$ cat src/rtl/irq_pick_pkg.sv
package irq_pick_pkg;
    timeunit 1ns;
    timeprecision 1ps;

    localparam int PRIO_W = 8;
    localparam int BP_W   = 3;
    localparam logic [PRIO_W-1:0] PRIO_IDLE = '1;

    typedef enum logic [0:0] {
        ST_QUIET = 1'b0,
        ST_RAISE = 1'b1
    } req_state_e;

    // Keep bits [PRIO_W-1:bp+1] of a priority: the group priority.
    function automatic logic [PRIO_W-1:0] group_part(input logic [PRIO_W-1:0] p,
                                                     input logic [BP_W-1:0]   bp);
        logic [PRIO_W:0] keep;
        keep = {(PRIO_W+1){1'b1}} << (int'(bp) + 1);
        return p & keep[PRIO_W-1:0];
    endfunction
endpackage

$ cat src/rtl/irq_rank_tree.sv
module irq_rank_tree
    import irq_pick_pkg::*;
#(
    parameter int NUM_IRQ = 8,
    parameter int NUM_GRP = 3,
    localparam int ID_W  = (NUM_IRQ > 1) ? $clog2(NUM_IRQ) : 1,
    localparam int GRP_W = (NUM_GRP > 1) ? $clog2(NUM_GRP) : 1
) (
    input  logic [NUM_IRQ-1:0]        pend_i,
    input  logic [NUM_IRQ*PRIO_W-1:0] prio_i,
    input  logic [NUM_IRQ*GRP_W-1:0]  grp_i,
    input  logic [NUM_IRQ-1:0]        nmi_i,
    input  logic [NUM_GRP*BP_W-1:0]   bpr_i,
    output logic                      best_valid_o,
    output logic                      best_nmi_o,
    output logic [ID_W-1:0]           best_id_o,
    output logic [PRIO_W-1:0]         best_prio_o,
    output logic [PRIO_W-1:0]         best_gp_o,
    output logic [GRP_W-1:0]          best_grp_o
);
    timeunit 1ns;
    timeprecision 1ps;

    localparam int LEAVES = 1 << $clog2(NUM_IRQ);
    localparam int NODES  = 2 * LEAVES - 1;

    typedef struct packed {
        logic              valid;
        logic              nmi;
        logic [PRIO_W-1:0] gp;
        logic [PRIO_W-1:0] prio;
        logic [ID_W-1:0]   id;
        logic [GRP_W-1:0]  grp;
    } cand_t;

    cand_t leaf_c [LEAVES];

    // Operand a always covers the lower IDs, so a full tie keeps a.
    function automatic cand_t pick(input cand_t a, input cand_t b);
        if (!b.valid)           return a;
        if (!a.valid)           return b;
        if (a.nmi != b.nmi)     return a.nmi ? a : b;
        if (a.gp != b.gp)       return (a.gp < b.gp) ? a : b;
        if (a.prio != b.prio)   return (a.prio < b.prio) ? a : b;
        return a;
    endfunction

    for (genvar k = 0; k < LEAVES; k++) begin : g_leaf
        if (k < NUM_IRQ) begin : g_real
            logic [GRP_W-1:0]  tag;
            logic [PRIO_W-1:0] pv;
            logic [BP_W-1:0]   bp;
            logic              tag_ok;

            assign tag = grp_i[k*GRP_W +: GRP_W];
            assign pv  = prio_i[k*PRIO_W +: PRIO_W];

            always_comb begin
                bp     = '0;
                tag_ok = 1'b0;
                for (int g = 0; g < NUM_GRP; g++) begin
                    if (tag == GRP_W'(g)) begin
                        bp     = bpr_i[g*BP_W +: BP_W];
                        tag_ok = 1'b1;
                    end
                end
            end

            assign leaf_c[k] = cand_t'{valid: pend_i[k] & tag_ok,
                                       nmi:   nmi_i[k],
                                       gp:    group_part(pv, bp),
                                       prio:  pv,
                                       id:    ID_W'(k),
                                       grp:   tag};
        end else begin : g_pad
            assign leaf_c[k] = '0;
        end
    end

    cand_t root;

    always_comb begin
        cand_t work [NODES];
        for (int k = 0; k < LEAVES; k++) work[LEAVES-1+k] = leaf_c[k];
        for (int i = LEAVES - 2; i >= 0; i--) work[i] = pick(work[2*i+1], work[2*i+2]);
        root = work[0];
    end

    assign best_valid_o = root.valid;
    assign best_nmi_o   = root.nmi;
    assign best_id_o    = root.id;
    assign best_prio_o  = root.prio;
    assign best_gp_o    = root.gp;
    assign best_grp_o   = root.grp;
endmodule

$ cat src/rtl/irq_gate.sv
module irq_gate
    import irq_pick_pkg::*;
#(
    parameter int NUM_GRP = 3,
    localparam int GRP_W = (NUM_GRP > 1) ? $clog2(NUM_GRP) : 1
) (
    input  logic              cand_valid_i,
    input  logic              cand_nmi_i,
    input  logic [PRIO_W-1:0] cand_prio_i,
    input  logic [PRIO_W-1:0] cand_gp_i,
    input  logic [GRP_W-1:0]  cand_grp_i,
    input  logic [PRIO_W-1:0] mask_i,
    input  logic [PRIO_W-1:0] run_prio_i,
    input  logic [NUM_GRP-1:0] nmi_act_i,
    output logic              sufficient_o
);
    timeunit 1ns;
    timeprecision 1ps;

    logic act_bit;
    logic pass_mask;
    logic pass_run;

    always_comb begin
        act_bit = 1'b0;
        for (int g = 0; g < NUM_GRP; g++) begin
            if (cand_grp_i == GRP_W'(g)) act_bit = nmi_act_i[g];
        end
    end

    always_comb begin
        // Threshold: full priority, never grouped; NMI bypasses it.
        pass_mask = cand_nmi_i | (cand_prio_i < mask_i);
        // Preemption: group priority only, strictly more urgent.
        if (cand_gp_i < run_prio_i)       pass_run = 1'b1;
        else if (cand_gp_i == run_prio_i) pass_run = cand_nmi_i & ~act_bit;
        else                              pass_run = 1'b0;
        sufficient_o = cand_valid_i & pass_mask & pass_run;
    end
endmodule

$ cat src/rtl/irq_pick.sv
module irq_pick
    import irq_pick_pkg::*;
#(
    parameter int NUM_IRQ = 8,
    parameter int NUM_GRP = 3,
    localparam int ID_W  = (NUM_IRQ > 1) ? $clog2(NUM_IRQ) : 1,
    localparam int GRP_W = (NUM_GRP > 1) ? $clog2(NUM_GRP) : 1
) (
    input  logic                      clk,
    input  logic                      rst_n,
    input  logic [NUM_IRQ-1:0]        pend_i,
    input  logic [NUM_IRQ*PRIO_W-1:0] prio_i,
    input  logic [NUM_IRQ*GRP_W-1:0]  grp_i,
    input  logic [NUM_IRQ-1:0]        nmi_i,
    input  logic [NUM_GRP*BP_W-1:0]   bpr_i,
    input  logic [NUM_GRP-1:0]        nmi_act_i,
    input  logic [PRIO_W-1:0]         run_prio_i,
    input  logic                      mask_we_i,
    input  logic [PRIO_W-1:0]         mask_wdata_i,
    output logic                      irq_req_o,
    output logic                      win_valid_o,
    output logic [ID_W-1:0]           win_id_o,
    output logic [PRIO_W-1:0]         win_prio_o
);
    timeunit 1ns;
    timeprecision 1ps;

    logic              cand_valid;
    logic              cand_nmi;
    logic [ID_W-1:0]   cand_id;
    logic [PRIO_W-1:0] cand_prio;
    logic [PRIO_W-1:0] cand_gp;
    logic [GRP_W-1:0]  cand_grp;
    logic              go;
    logic [PRIO_W-1:0] mask_q;
    logic [PRIO_W-1:0] win_gp_q;
    logic              win_nmi_q;
    req_state_e        state_q, state_d;

    irq_rank_tree #(.NUM_IRQ(NUM_IRQ), .NUM_GRP(NUM_GRP)) u_tree (
        .pend_i      (pend_i),
        .prio_i      (prio_i),
        .grp_i       (grp_i),
        .nmi_i       (nmi_i),
        .bpr_i       (bpr_i),
        .best_valid_o(cand_valid),
        .best_nmi_o  (cand_nmi),
        .best_id_o   (cand_id),
        .best_prio_o (cand_prio),
        .best_gp_o   (cand_gp),
        .best_grp_o  (cand_grp)
    );

    irq_gate #(.NUM_GRP(NUM_GRP)) u_gate (
        .cand_valid_i(cand_valid),
        .cand_nmi_i  (cand_nmi),
        .cand_prio_i (cand_prio),
        .cand_gp_i   (cand_gp),
        .cand_grp_i  (cand_grp),
        .mask_i      (mask_q),
        .run_prio_i  (run_prio_i),
        .nmi_act_i   (nmi_act_i),
        .sufficient_o(go)
    );

    // Threshold register; 0x00 blocks every maskable source.
    always_ff @(posedge clk or negedge rst_n) begin
        if (!rst_n)         mask_q <= '0;
        else if (mask_we_i) mask_q <= mask_wdata_i;
    end

    // State register.
    always_ff @(posedge clk or negedge rst_n) begin
        if (!rst_n) state_q <= ST_QUIET;
        else        state_q <= state_d;
    end

    always_comb begin
        state_d = state_q;
        unique case (state_q)
            ST_QUIET: if (go)  state_d = ST_RAISE;
            ST_RAISE: if (!go) state_d = ST_QUIET;
            default:           state_d = ST_QUIET;
        endcase
    end

    // Output register for the winner.
    always_ff @(posedge clk or negedge rst_n) begin
        if (!rst_n) begin
            win_valid_o <= 1'b0;
            win_id_o    <= '0;
            win_prio_o  <= PRIO_IDLE;
            win_gp_q    <= PRIO_IDLE;
            win_nmi_q   <= 1'b0;
        end else if (cand_valid) begin
            win_valid_o <= 1'b1;
            win_id_o    <= cand_id;
            win_prio_o  <= cand_prio;
            win_gp_q    <= cand_gp;
            win_nmi_q   <= cand_nmi;
        end else begin
            win_valid_o <= 1'b0;
            win_id_o    <= '0;
            win_prio_o  <= PRIO_IDLE;
            win_gp_q    <= PRIO_IDLE;
            win_nmi_q   <= 1'b0;
        end
    end

    assign irq_req_o = (state_q == ST_RAISE);

    AST_WIN_PENDING: assert property (@(posedge clk) disable iff (!rst_n)
        cand_valid |-> pend_i[cand_id]);
    AST_MASK_HONOURED: assert property (@(posedge clk) disable iff (!rst_n)
        (irq_req_o && !win_nmi_q) |-> (win_prio_o < $past(mask_q)));
    AST_PREEMPT_STRICT: assert property (@(posedge clk) disable iff (!rst_n)
        (irq_req_o && !win_nmi_q) |-> (win_gp_q < $past(run_prio_i)));
    AST_NMI_NOT_BELOW: assert property (@(posedge clk) disable iff (!rst_n)
        (irq_req_o && win_nmi_q) |-> (win_gp_q <= $past(run_prio_i)));
    AST_REQ_HAS_WINNER: assert property (@(posedge clk) disable iff (!rst_n)
        irq_req_o |-> win_valid_o);
endmodule

$ cat config.mk
export PLATFORM = sky130hd
export DESIGN_NAME = irq_pick
export DESIGN_NICKNAME = d
export VERILOG_FILES = /design/src/rtl/irq_pick_pkg.sv /design/src/rtl/irq_rank_tree.sv /design/src/rtl/irq_gate.sv /design/src/rtl/irq_pick.sv
export SDC_FILE = /design/constraint.sdc
export NUM_CORES = 1
export LEC_CHECK = 0
export BUFFER_PORTS_ARGS = -buffer_cell sky130_fd_sc_hd__buf_2
export CAP_MARGIN = 25
export CORE_MARGIN = 4
export CORE_UTILIZATION = 60
export DETAILED_ROUTE_END_ITERATION = 12
export PLACE_DENSITY = 0.92
export SYNTH_ARGS = -nofsm -noshare
export SYNTH_HDL_FRONTEND = slang
export SYNTH_SLANG_ARGS = --single-unit
$ cat constraint.sdc
create_clock -name clk -period 3.2 [get_ports clk]
set_input_delay 0.64 -clock clk [delete_from_list [all_inputs] [get_ports clk]]
set_output_delay 0.64 -clock clk [all_outputs]
set_load 0.1 [all_outputs]
==> flow_summary_export.csv, run 1 <==
group,metric,value,unit
status,outcome,"stopped before the end",
status,failed_stage,"4_1_cts",
status,error,"[ERROR DPL-0033] detailed placement checks failed during check placement.",
clock_tree,cts_setup_buffers,30,
synthesis,synthFlopType,"dfrtp_1",
placement,dp_hpwl,34300,µm
synthesis,synth_cells,1108,
floorplan,io_pins,140,
clock_tree,ctsLongestPathBuffers,2,
synthesis,ys_ff_latch,21,
placement,place_congestion,1.13,
synthesis,ys_warn_count,0,
floorplan,die_w,122,µm
placement,pre_cts_slack,-6.73,ns
synthesis,syn_area_per_cell,7.01,µm²
floorplan,num_rows,41,
floorplan,start_util,0.613,
synthesis,syn-num-nets,1385,
clock_tree,cts-root-buf,"clkbuf_16",
floorplan,die_h,122,µm
synthesis,synth_edf_count,0,
synthesis,synth_cell_types,90,
placement,port_buffers,139,
synthesis,ys_async_sr_fraction,1.00,
clock_tree,h-tree-depth,1,
synthesis,seq_area_frac_synth,0.0689,
clock_tree,cts_sinks,21,
clock_tree,cts_resized,151,
synthesis,syn_area,0.00777,mm²
clock_tree,holdBufCountCts,0,
clock_tree,cts_buffers,3,
[synthesized netlist by cell type (12+ instances only)]
cell type | number | area [µm²]
o21ai_1 | 15 | 75.1
o21a_1 | 12 | 90.1
clkbuf_1 | 29 | 109
a21oi_1 | 90 | 450
nand4_1 | 25 | 156
nor3_1 | 14 | 70.1
nor2b_1 | 24 | 150
ha_1 | 150 | 1880
dfrtp_1 | 13 | 325
nor2_1 | 72 | 270
nand3_1 | 32 | 160
nand2_1 | 145 | 544
inv_1 | 114 | 428
o21ai_0 | 83 | 415
o211ai_1 | 14 | 105
mux2i_1 | 58 | 581
[through the flow]
stage	cell area (µm²)	cells
floorplan	7960	1108
detailed placement	11600	1768
global placement	11600	1768
[logic make-up after synthesis]
logic type	synth area share
and+or+nand+nor	0.229
AOI/OAI and AO/OA	0.271
buffers and inverters	0.0805
adders and majority gates	0.242
muxes	0.101
DFF	0.0689
xor gates and xnor gates	0.00902
==> run 2, diff against run 1 <==
CORE_UTILIZATION = 40   (was 60)
PLACE_DENSITY = not set   (was 0.92)
PLACE_DENSITY_LB_ADDON = 0.15   (was not set)
==> run 2 against run 1 <==
The flow now finishes, with violations (setup timing). Synthesized area is the same. Synthesized cell count unchanged.
==> flow_summary_export.csv, run 2 <==
group,metric,value,unit
status,outcome,"finished with violations",
status,failed_checks,"setup timing",
clock_tree,holdBufCountCts,0,
synthesis,syn_area_per_cell,7.01,µm²
worst_setup_path,crit_family,"simple AND/OR/NAND/NOR gates",
pwr,switching_share,0.489,
hold_path,holdCritPathClass,"in2async",
synthesis,ys_async_sr_fraction,1.00,
clock_tree,cts-root-buf,"clkbuf_16",
clock_tree,cts.clk_slew.worst_paths,0.06,ns
cells_and_area,layout-drive-gt1-share,0.514,
worst_setup_path,crit_top_cell,"a21oi_2",
floorplan,fp.dieArea,0.0217,mm²
synthesis,ys_warn_count,0,
timing,tightest_slew,0.626,ns
clock_tree,cts_tree,"done",
pwr,p_per_area,430,mW/mm²
worst_setup_path,regToRegStartpoint,"mask_q[5]$_DFFE_PN0P_",
routing,ant_nets,0,
worst_setup_path,crit_start,"grp_i[2]",
floorplan,die_w,147,µm
worst_setup_path,worst_ep_arrival_time,8.67,ns
timing,relSlewSlack,0.580,
cells_and_area,num_antenna_cells,0,
clock_tree,h-tree-depth,1,
worst_setup_path,start_kind,"primary input",
routing,routedWlPerCell,17.2,µm
synthesis,synth_edf_count,0,
floorplan,start_util,0.411,
timing,worst_slack,-5.29,ns
global_route,grt_max_degree,22,
timing,period_share,2.65,
placement,place_congestion,0.989,
timing,slew_violations,0,
cells_and_area,largest_registers,"mask_q x8, win_prio_o x8, win_id_o x3",
synthesis,syn_area,0.00777,mm²
placement,placed_cell_area,0.0120,mm²
global_route,antenna_found_initial,0,
cells_and_area,design_area,0.0139,mm²
run,maxCapViolations,0,
timing,min_period,8.49,ns
global_route,grt_pass1_wl,52100,µm
timing,final.setup.tns,-53.43,ns
routing,viasPerCell,5.39,
floorplan,num_rows,50,
pwr,p_sw,2.92,mW
routing,dr.pass1.iters,5,
floorplan,io_pins,140,
global_route,first_global_vias,10700,
synthesis,ys_ff_latch,21,
worst_setup_path,cp-end-kind,"register",
cells_and_area,final_cell_mix,"461 x buf_4, 134 x buf_2, 131 x nand2_1, 125 x ha_1, 108 x inv_1",
synthesis,yosysTopAreaCell,"ha_1",
synthesis,yosys-top-cells-area,"ha_1 24%, mux2i_1 7.5%, nand2_1 7.0%, a21oi_1 5.8%, inv_1 5.5%",
pwr,ir_worst_vdd,0.300,mV
synthesis,synth_common_cells,"150 x ha_1, 145 x nand2_1, 114 x inv_1, 90 x a21oi_1, 83 x o21ai_0",
cells_and_area,final_common_cell,"buf_4",
pwr,p_clk_frac,0.044,
cells_and_area,fin_util,0.735,
timing,fin_skew,0.000701,ns
clock_tree,ctsLongestPathBuffers,2,
pwr,p_int,3.05,mW
worst_setup_path,crit_buf_inv,11,
synthesis,seq_area_frac_synth,0.0689,
synthesis,synth_cells,1108,
worst_setup_path,critPathMaxFanout,8,
routing,drt-total-wl,33800,µm
floorplan,core_area,0.0189,mm²
timing,hold_viol_final,0,
floorplan,die_h,147,µm
clock_tree,cts_buffers,3,
worst_setup_path,slowest_stage,"or4_4",
timing,rsz0062_at_grt,"true",
worst_setup_path,required,3.38,ns
worst_setup_path,setup.worst_path.class,"in2reg",
placement,dp_hpwl,27000,µm
global_route,overflow,0,
clock_tree,clkLatencyLatePin,0.25,ns
routing,drt_iter0_markers,592,
synthesis,synthFlopType,"dfrtp_1",
cells_and_area,area_growth,78.6,%
pwr,p_comb_frac,0.888,
timing,whs,0.327,ns
timing,fmax,0.118,GHz
routing,drc,0,
pwr,p_seq_frac,0.068,
synthesis,syn-num-nets,1385,
worst_setup_path,r2r-end,"irq_req_o$_DFF_PN0_",
worst_setup_path,cp_slowest_stage_delay,0.55,ns
worst_setup_path,reg2reg_depth,9,
placement,port_buffers,139,
placement,placedCellCount,1898,
cells_and_area,stdcell_count,1965,
timing,setup_violations,12,
synthesis,synth.top_cell.area_share,0.242,
synthesis,synth.most_common_cell,"ha_1",
cells_and_area,nets,1983,
routing,vias,10600,
pwr,p_leak,7.15,nW
clock_tree,cts_sinks,21,
worst_setup_path,r2r_slack,1.49,ns
global_route,grt_usage,0.291,
synthesis,synth_cell_types,90,
-- run 2: cell counts after synthesis --
No cell type changed its count.
-- run 2: how the worst max path moves through the flow --
stage	end	slack, ns	cells past startpoint
after global routing	irq_req_o$_DFF_PN0_	-5.67	49
final	irq_req_o$_DFF_PN0_	-5.29	50
after CTS	irq_req_o$_DFF_PN0_	-5.07	43
after floorplan	irq_req_o$_DFF_PN0_	-5.64	53
after detailed placement	irq_req_o$_DFF_PN0_	-5.89	44
after global placement	irq_req_o$_DFF_PN0_	-5.83	44
-- run 2: area by class of cell --
cell class | instances | area (µm²)
Clock buffer | 3 | 75.1
Sequential cell | 21 | 536
Timing Repair Buffer | 637 | 4800
Multi-Input combinational cell | 928 | 7700
Inverter | 115 | 439
Fill cell | 1462 | 5010
Clock inverter | 1 | 5.00
Tap cell | 260 | 325
-- run 2: power by group through the flow --
stage	clock, mW	combinational [mW]	sequential, mW
final	0.261	5.31	0.408
after global routing	0.279	5.65	0.417
after CTS	0.263	4.88	0.409
after detailed placement	0	4.04	0.413
after global placement	0	3.98	0.413
after floorplan	0	1.87	1.00
-- run 2: what timing repair did --
action                     CTS  global route
pin swaps                   69            42
setup endpoints to repair   12            12
gates resized for setup    226            45
cloned                       6             0
buffers inserted            44            14
-- run 2: per-stage QoR --
stage | setup WS, ns | power (mW)
detailed placement | -5.89 | 4.46
global placement | -5.83 | 4.39
global route | -5.67 | 6.35
CTS | -5.07 | 5.55
floorplan | -5.64 | 2.87
finish | -5.29 | 5.98
-- run 2: cells by family (layout without fill, tap and decap cells) --
family,Yosys count,count (layout),share of synthesized area
fa+ha+maj,150,150,0.242
buf+inv,159,756,0.0805
flops,21,21,0.0689
xor+xnor,8,8,0.00902
simple gates,372,372,0.229
compound gates,323,323,0.271
mux,75,75,0.101
-- run 2: per-layer routing --
layer | vias up | part of all wire | global-route usage
met5 | - | 0 | 0
met4 | 0 | 0.034 | 0.0881
met3 | 84 | 0.069 | 0.0389
met2 | 388 | 0.48 | 0.514
met1 | 4921 | 0.42 | 0.370
li1 | 5201 | - | -
(Power assumes the default switching activity.)
